==> config.mk <==
export PLATFORM = sky130hd
export DESIGN_NAME = sg_chain_dma
export DESIGN_NICKNAME = d
export VERILOG_FILES = /design/src/rtl/sgdma_pkg.sv /design/src/rtl/sgdma_rst_sync.sv /design/src/rtl/sgdma_desc_decode.sv /design/src/rtl/sgdma_xfer_ctr.sv /design/src/rtl/sg_chain_dma.sv
export SDC_FILE = /design/constraint.sdc
export NUM_CORES = 1
export LEC_CHECK = 0
export ABC_AREA = 1
export BUFFER_PORTS_ARGS = -buffer_cell sky130_fd_sc_hd__buf_2
export CAP_MARGIN = 20
export CELL_PAD_IN_SITES_DETAIL_PLACEMENT = 2
export CELL_PAD_IN_SITES_GLOBAL_PLACEMENT = 2
export CORE_MARGIN = 3
export CORE_UTILIZATION = 29
export DETAILED_ROUTE_END_ITERATION = 10
export PLACE_DENSITY = 0.84
export SLEW_MARGIN = 20
export SYNTH_ARGS = -nofsm -noshare
export SYNTH_HDL_FRONTEND = slang
export SYNTH_SLANG_ARGS = --single-unit
export TNS_END_PERCENT = 10
==> constraint.sdc <==
create_clock -name clk -period 4.1 [get_ports clk]
set_input_delay 0 -clock clk [delete_from_list [all_inputs] [get_ports clk]]
set_output_delay 0 -clock clk [all_outputs]
set_load 0.05 [all_outputs]
==> src/rtl/sgdma_pkg.sv <==
`timescale 1ns/1ps
package sgdma_pkg;

  localparam int WORD_W = 32;

  typedef enum logic [2:0] {
    ST_IDLE,
    ST_ATTR,
    ST_ADDR,
    ST_EVAL,
    ST_MRD,
    ST_PUSH,
    ST_POP
  } eng_state_e;

  typedef enum logic [1:0] {
    ACT_NOP  = 2'd0,
    ACT_RSV  = 2'd1,
    ACT_XFER = 2'd2,
    ACT_LINK = 2'd3
  } act_e;

  typedef struct packed {
    logic valid;
    logic last;
    logic notify;
    act_e act;
  } desc_flags_t;

endpackage

==> src/rtl/sgdma_rst_sync.sv <==
`timescale 1ns/1ps
module sgdma_rst_sync #(
  parameter int STAGES = 2
) (
  input  logic clk,
  input  logic rst_n,
  output logic rst_sync_n
);

  logic [STAGES-1:0] chain_q;

  always_ff @(posedge clk or negedge rst_n) begin
    if (!rst_n) chain_q <= '0;
    else        chain_q <= {chain_q[STAGES-2:0], 1'b1};
  end

  assign rst_sync_n = chain_q[STAGES-1];

endmodule

==> src/rtl/sgdma_desc_decode.sv <==
`timescale 1ns/1ps
module sgdma_desc_decode
  import sgdma_pkg::*;
#(
  parameter int LENW = 16,
  localparam int CW  = LENW - 1
) (
  input  logic [WORD_W-1:0] attr_word,
  output desc_flags_t       flags,
  output logic [CW-1:0]     words
);

  localparam int WCW = LENW - 2;

  logic [WCW-1:0] wfield;

  assign flags.valid  = attr_word[0];
  assign flags.last   = attr_word[1];
  assign flags.notify = attr_word[2];
  assign flags.act    = act_e'(attr_word[5:4]);

  // length lives in the top LENW bits; byte bits below a word are dropped
  assign wfield = attr_word[WORD_W-1 -: WCW];

  always_comb begin
    if (wfield == '0) words = {1'b1, {WCW{1'b0}}};
    else              words = {1'b0, wfield};
  end

endmodule

==> src/rtl/sgdma_xfer_ctr.sv <==
`timescale 1ns/1ps
module sgdma_xfer_ctr #(
  parameter int AW = 32,
  parameter int CW = 15
) (
  input  logic          clk,
  input  logic          rst_n,
  input  logic          load,
  input  logic          step,
  input  logic [AW-1:0] load_addr,
  input  logic [CW-1:0] load_words,
  output logic [AW-1:0] cur_addr,
  output logic          last
);

  logic [AW-1:0] addr_q, addr_d;
  logic [CW-1:0] left_q, left_d;

  always_comb begin
    addr_d = addr_q;
    left_d = left_q;
    if (load) begin
      addr_d = {load_addr[AW-1:2], 2'b00};
      left_d = load_words;
    end else if (step) begin
      addr_d = addr_q + AW'(4);
      left_d = left_q - CW'(1);
    end
  end

  always_ff @(posedge clk or negedge rst_n) begin
    if (!rst_n) begin
      addr_q <= '0;
      left_q <= '0;
    end else if (load || step) begin
      addr_q <= addr_d;
      left_q <= left_d;
    end
  end

  assign cur_addr = addr_q;
  assign last     = (left_q == CW'(1));

  AST_NO_UNDERFLOW: assert property (@(posedge clk) disable iff (!rst_n)
    step |-> (left_q != '0));

  AST_LOAD_NONZERO: assert property (@(posedge clk) disable iff (!rst_n)
    load |=> (left_q != '0));

endmodule

==> src/rtl/sg_chain_dma.sv <==
`timescale 1ns/1ps
module sg_chain_dma
  import sgdma_pkg::*;
#(
  parameter int AW   = 32,
  parameter int LENW = 16
) (
  input  logic          clk,
  input  logic          rst_n,
  input  logic          start,
  input  logic [AW-1:0] desc_base,
  input  logic          to_fifo,
  output logic          mem_req,
  output logic          mem_we,
  output logic [AW-1:0] mem_addr,
  output logic [31:0]   mem_wdata,
  input  logic [31:0]   mem_rdata,
  output logic          fifo_wr,
  output logic [31:0]   fifo_wdata,
  input  logic          fifo_full,
  output logic          fifo_rd,
  input  logic [31:0]   fifo_rdata,
  input  logic          fifo_empty,
  output logic          busy,
  output logic          done,
  output logic          dma_irq,
  output logic          err
);

  localparam int CW = LENW - 1;

  logic              rst_sync_n;
  eng_state_e        state_q, state_d;
  logic [AW-1:0]     ptr_q, ptr_d;
  logic [WORD_W-1:0] attr_q, attr_d;
  logic              dir_q, dir_d;
  logic              done_q, done_d, irq_q, irq_d, err_q, err_d;
  logic              ctr_load, ctr_step, ctr_last, desc_fin;
  logic [AW-1:0]     cur_addr, link_addr;
  desc_flags_t       flags;
  logic [CW-1:0]     words;

  sgdma_rst_sync #(.STAGES(2)) u_rst (
    .clk(clk), .rst_n(rst_n), .rst_sync_n(rst_sync_n)
  );

  sgdma_desc_decode #(.LENW(LENW)) u_dec (
    .attr_word(attr_q), .flags(flags), .words(words)
  );

  sgdma_xfer_ctr #(.AW(AW), .CW(CW)) u_ctr (
    .clk(clk), .rst_n(rst_sync_n), .load(ctr_load), .step(ctr_step),
    .load_addr(mem_rdata[AW-1:0]), .load_words(words),
    .cur_addr(cur_addr), .last(ctr_last)
  );

  assign link_addr = {mem_rdata[AW-1:2], 2'b00};

  always_comb begin
    state_d    = state_q;
    ptr_d      = ptr_q;
    attr_d     = attr_q;
    dir_d      = dir_q;
    done_d     = 1'b0;
    irq_d      = 1'b0;
    err_d      = 1'b0;
    ctr_load   = 1'b0;
    ctr_step   = 1'b0;
    desc_fin   = 1'b0;
    mem_req    = 1'b0;
    mem_we     = 1'b0;
    mem_addr   = '0;
    fifo_wr    = 1'b0;
    fifo_rd    = 1'b0;
    unique case (state_q)
      ST_IDLE: begin
        if (start) begin
          ptr_d   = {desc_base[AW-1:2], 2'b00};
          dir_d   = to_fifo;
          state_d = ST_ATTR;
        end
      end
      ST_ATTR: begin
        mem_req  = 1'b1;
        mem_addr = ptr_q;
        state_d  = ST_ADDR;
      end
      ST_ADDR: begin
        mem_req  = 1'b1;
        mem_addr = ptr_q + AW'(4);
        attr_d   = mem_rdata;
        state_d  = ST_EVAL;
      end
      ST_EVAL: begin
        if (!flags.valid) begin
          err_d   = 1'b1;
          state_d = ST_IDLE;
        end else if (flags.act == ACT_XFER) begin
          ctr_load = 1'b1;
          state_d  = dir_q ? ST_MRD : ST_POP;
        end else begin
          desc_fin = 1'b1;
        end
      end
      ST_MRD: begin
        mem_req  = 1'b1;
        mem_addr = cur_addr;
        state_d  = ST_PUSH;
      end
      ST_PUSH: begin
        if (!fifo_full) begin
          fifo_wr  = 1'b1;
          ctr_step = 1'b1;
          if (ctr_last) desc_fin = 1'b1;
          else          state_d  = ST_MRD;
        end
      end
      ST_POP: begin
        if (!fifo_empty) begin
          fifo_rd  = 1'b1;
          mem_req  = 1'b1;
          mem_we   = 1'b1;
          mem_addr = cur_addr;
          ctr_step = 1'b1;
          if (ctr_last) desc_fin = 1'b1;
        end
      end
      default: state_d = ST_IDLE;
    endcase

    if (desc_fin) begin
      irq_d = flags.notify;
      if (flags.last) begin
        done_d  = 1'b1;
        state_d = ST_IDLE;
      end else begin
        state_d = ST_ATTR;
        if (state_q == ST_EVAL && flags.act == ACT_LINK) ptr_d = link_addr;
        else                                             ptr_d = ptr_q + AW'(8);
      end
    end
  end

  always_ff @(posedge clk or negedge rst_sync_n) begin
    if (!rst_sync_n) begin
      state_q <= ST_IDLE;
      ptr_q   <= '0;
      attr_q  <= '0;
      dir_q   <= 1'b0;
      done_q  <= 1'b0;
      irq_q   <= 1'b0;
      err_q   <= 1'b0;
    end else begin
      state_q <= state_d;
      ptr_q   <= ptr_d;
      attr_q  <= attr_d;
      dir_q   <= dir_d;
      done_q  <= done_d;
      irq_q   <= irq_d;
      err_q   <= err_d;
    end
  end

  assign busy       = (state_q != ST_IDLE);
  assign done       = done_q;
  assign dma_irq    = irq_q;
  assign err        = err_q;
  assign mem_wdata  = fifo_rdata;
  assign fifo_wdata = mem_rdata;

  AST_IDLE_QUIET: assert property (@(posedge clk) disable iff (!rst_sync_n)
    !busy |-> !(mem_req || fifo_wr || fifo_rd));

  AST_ADDR_AFTER_ATTR: assert property (@(posedge clk) disable iff (!rst_sync_n)
    (state_q == ST_ATTR) |=> (mem_req && !mem_we && mem_addr == $past(mem_addr) + AW'(4)));

  AST_ERR_STOPS: assert property (@(posedge clk) disable iff (!rst_sync_n)
    err |-> (!busy && !mem_req));

  AST_ONE_FIFO_DIR: assert property (@(posedge clk) disable iff (!rst_sync_n)
    !(fifo_wr && fifo_rd));

  AST_DONE_PULSE: assert property (@(posedge clk) disable iff (!rst_sync_n)
    done |=> !done);

  AST_START_IGNORED: assert property (@(posedge clk) disable iff (!rst_sync_n)
    (busy && start) |=> $stable(dir_q));

endmodule

==> flow_metrics.env <==
export IMPL_final_util=0.336
export IMPL_vias_per_cell=5.26
export IMPL_slew_headroom=0.401
export IMPL_fin_crit_ns=3.26
export IMPL_yosys_warnings=0
export IMPL_synthArstFlopShare=1.00
export IMPL_htreeDepth=3
export IMPL_syn_area_per_cell_um2=6.37
export IMPL_drtIter0Drc=605
export IMPL_dieArea_mm2=0.0315
export IMPL_synth_xor_area_frac=0.0216
export IMPL_overflow=0
export IMPL_synthFlopType="dfrtp_1"
export IMPL_synth_compound_area_share=0.129
export IMPL_ys_seq_area_frac=0.309
export IMPL_nNetsFinal=1533
export IMPL_vias=9539
export IMPL_die_w_um=177
export IMPL_synth_cells=1336
export IMPL_place_gp_congestion=0.922
export IMPL_num_rows=62
export IMPL_tightestPinTransition_ns=0.897
export IMPL_dr_pass1_iters=5
export IMPL_syn_nets=1443
export IMPL_slew_viol_final=0
export IMPL_instances_no_fill=1815
export IMPL_cts_tree="built"
export IMPL_syn_area_mm2=0.00851
export IMPL_r2r_start="u_ctr.left_q[1]"
export IMPL_ir_worst_vdd_mv=0.361
export IMPL_drc=0
export IMPL_numCtsBuffers=9
export IMPL_drt_total_wl_um=38900
export IMPL_clk_path_buf_depth=2
export IMPL_reg2reg_slack_ns=1.39
export IMPL_whs_ns=-0.00710
export IMPL_synth_simple_area_share=0.383
export IMPL_maxCapViolations=0
export IMPL_fmax_mhz=307
export IMPL_start_util=0.295
export IMPL_track_usage=0.247
export IMPL_synth_largest_area_cell="dfrtp_1"
export IMPL_synthAdderAreaFrac=0.00735
export IMPL_root_buffer="clkbuf_16"
export IMPL_coreArea_mm2=0.0289
export IMPL_status="complete, but fails checks"
export IMPL_path_class="flop to primary output"
export IMPL_finClkSkew_ns=0.0115
export IMPL_area_growth_pct=13.8
export IMPL_path_common_cell="nand2_1"
export IMPL_ys_types=45
export IMPL_fin_setup_tns_ns=0
export IMPL_slowest_delay_ns=0.77
export IMPL_arrival_ns=3.26
export IMPL_layout_worst_path_cycle_share=0.796
export IMPL_yosys_cell_count_top_type="nand2_1"
export IMPL_cts_clk_slew_worst_paths_ns=0.09
export IMPL_io_pins=206
export IMPL_failed_checks="negative hold slack"
export IMPL_crit_slowest_cell="clkinv_1"
export IMPL_ys_ff_latch=105
export IMPL_nFillCells=3621
export IMPL_worstSetupStartpointType="flop"
export IMPL_drtAntennaViolNets=0
export IMPL_grt_pass1_wl_um=59600
export IMPL_io_buffers=139
export IMPL_synth_area_leaders="dfrtp_1, nand2_1, nand3_1"
export IMPL_antenna_found_initial=0
export IMPL_drive_gt1_frac=0.137
export IMPL_grt_pass1_vias=10200
export IMPL_synth_edf_count=0
export IMPL_antenna_cells=0
export IMPL_setup_viol=0
export IMPL_rsz0062_at_grt="false"
export IMPL_synth_common_cells="nand2_1, nor2_1, inv_1"
export IMPL_power_density_mw_per_mm2=732
export IMPL_synth_mux_area_frac=0.00118
export IMPL_critPathLaunch="state_q[1]"
export IMPL_die_y_um=177
export IMPL_p_leak_nw=4.57
export IMPL_min_from="mem_rdata[18]"
export IMPL_dp_cells=1762
export IMPL_required_ns=4.10
export IMPL_crit_chain="nand2_1 -> nor2_2 -> nand2_2 -> nand2_1 -> clkinv_1 -> o221ai_1 -> buf_2"
export IMPL_r2r_end="ptr_q[21]"
export IMPL_hold_viol=1
export IMPL_dp_hpwl_um=29300
export IMPL_crit_path_end_kind="primary output"
export IMPL_endpoint="mem_addr[16]"
export IMPL_netlist_area_leader_share=0.309
export IMPL_power_w=0.00709
export IMPL_postCtsSetupBuffers=0
export IMPL_r2r_cells=12
export IMPL_cp_max_fo=19
export IMPL_synth_top_family_by_area="simple AND/OR/NAND/NOR gates"
export IMPL_grt_max_degree=50
export IMPL_cts_sinks=105
export IMPL_hold_path_class="input pin to flop"
export IMPL_wl_per_cell_um=21.4
export IMPL_clk_latency_ns=0.38
## state kept, by name, summed over array words and instances (netlist names)
signal	count
attr_q	19
dir_q	1
dma_irq	1
done	1
err	1
ptr_q	32
state_q	3
u_ctr.cur_addr	30
u_ctr.left_q	15
u_rst.chain_q	2
## what timing repair did
item,in CTS,in global routing
hold buffers,37,0
resized for setup,0,0
endpoints found under the hold margin,38,0
## how the worst min path moves through the flow
stage | slack (ns) | end | cells past startpoint
after floorplan | -0.30 | u_rst.chain_q[0] | 0
after global placement | -0.21 | u_rst.chain_q[0] | 1
after detailed placement | -0.21 | u_rst.chain_q[0] | 1
after CTS | 0.0003 | mem_wdata[0] | 0
after global routing | 0.00007 | mem_wdata[25] | 0
final | -0.007 | attr_q[18] | 3
## through the flow
step | instance area [um2] | setup WS [ns]
final | 9690 | 0.838
after global routing | 9690 | 0.619
after CTS | 9690 | 0.934
after detailed placement | 9030 | 1.35
after global placement | 9030 | 1.42
after floorplan | 8510 | 0.958
## cell type report
cell class	count	area (um2)	share of cell area
clock buffers	10	229	0.0236
clock inverters	6	56.3	0.00581
inverters	148	556	0.0574
multi-input cells	979	4610	0.476
flip-flops and latches	105	2630	0.272
well taps	384	480	0.0496
repair buffers	183	1120	0.115
## critical path: cells and delay by family, from the launching register on
kind | cells | cell delay, ns
DFF | 1 | 0.48
AOI/OAI and AO/OA | 1 | 0.56
buffers and inverters | 2 | 1.11
and+or+nand+nor | 4 | 0.73
## where the power goes
| part | internal, W | switching, W | total, W | leakage [nW] |
|---|---|---|---|---|
| sequential | 0.00149 | 0.000650 | 0.00214 | 1.29 |
| clock | 0.000430 | 0.000488 | 0.000918 | 0.138 |
| combinational | 0.00108 | 0.00295 | 0.00403 | 3.15 |
| total | 0.00300 | 0.00409 | 0.00709 | 4.57 |
## logic make-up (layout without fill, tap and decap cells)
group	count (synthesis)	after routing
other cells	1	1
compound gates	179	179
buf+inv	252	347
xor+xnor	21	21
flops	105	105
simple gates	772	772
fa+ha+maj	5	5
mux	1	1
## metal layers
metal,up-vias,track usage,share of wire
met2,264,0.415,0.47
li1,4409,-,-
met5,-,0,0
met1,4801,0.328,0.44
met4,0,0.0988,0.037
met3,65,0.0244,0.046
## cells in the final DEF (no fill, tap or decap), types with 3 or more instances in the layout
cell type and n:
a21o_1 3, a21oi_1 24, a22oi_1 4, buf_2 139
buf_4 7, clkbuf_16 9, clkinv_1 3, dfrtp_1 104
dlygate4sd3_1 37, ha_1 5, inv_1 139, inv_2 6
inv_6 3, nand2_1 437, nand2_2 4, nand2_4 3
nand3_1 135, nand4_1 13, nor2_1 143, nor2_2 5
nor2_4 4, nor3_1 18, o211ai_1 16, o21a_1 5
o21ai_0 81, o221ai_1 18, o22ai_1 16, xnor2_1 3
xor2_1 18
Power figures use the tool's default switching activity.
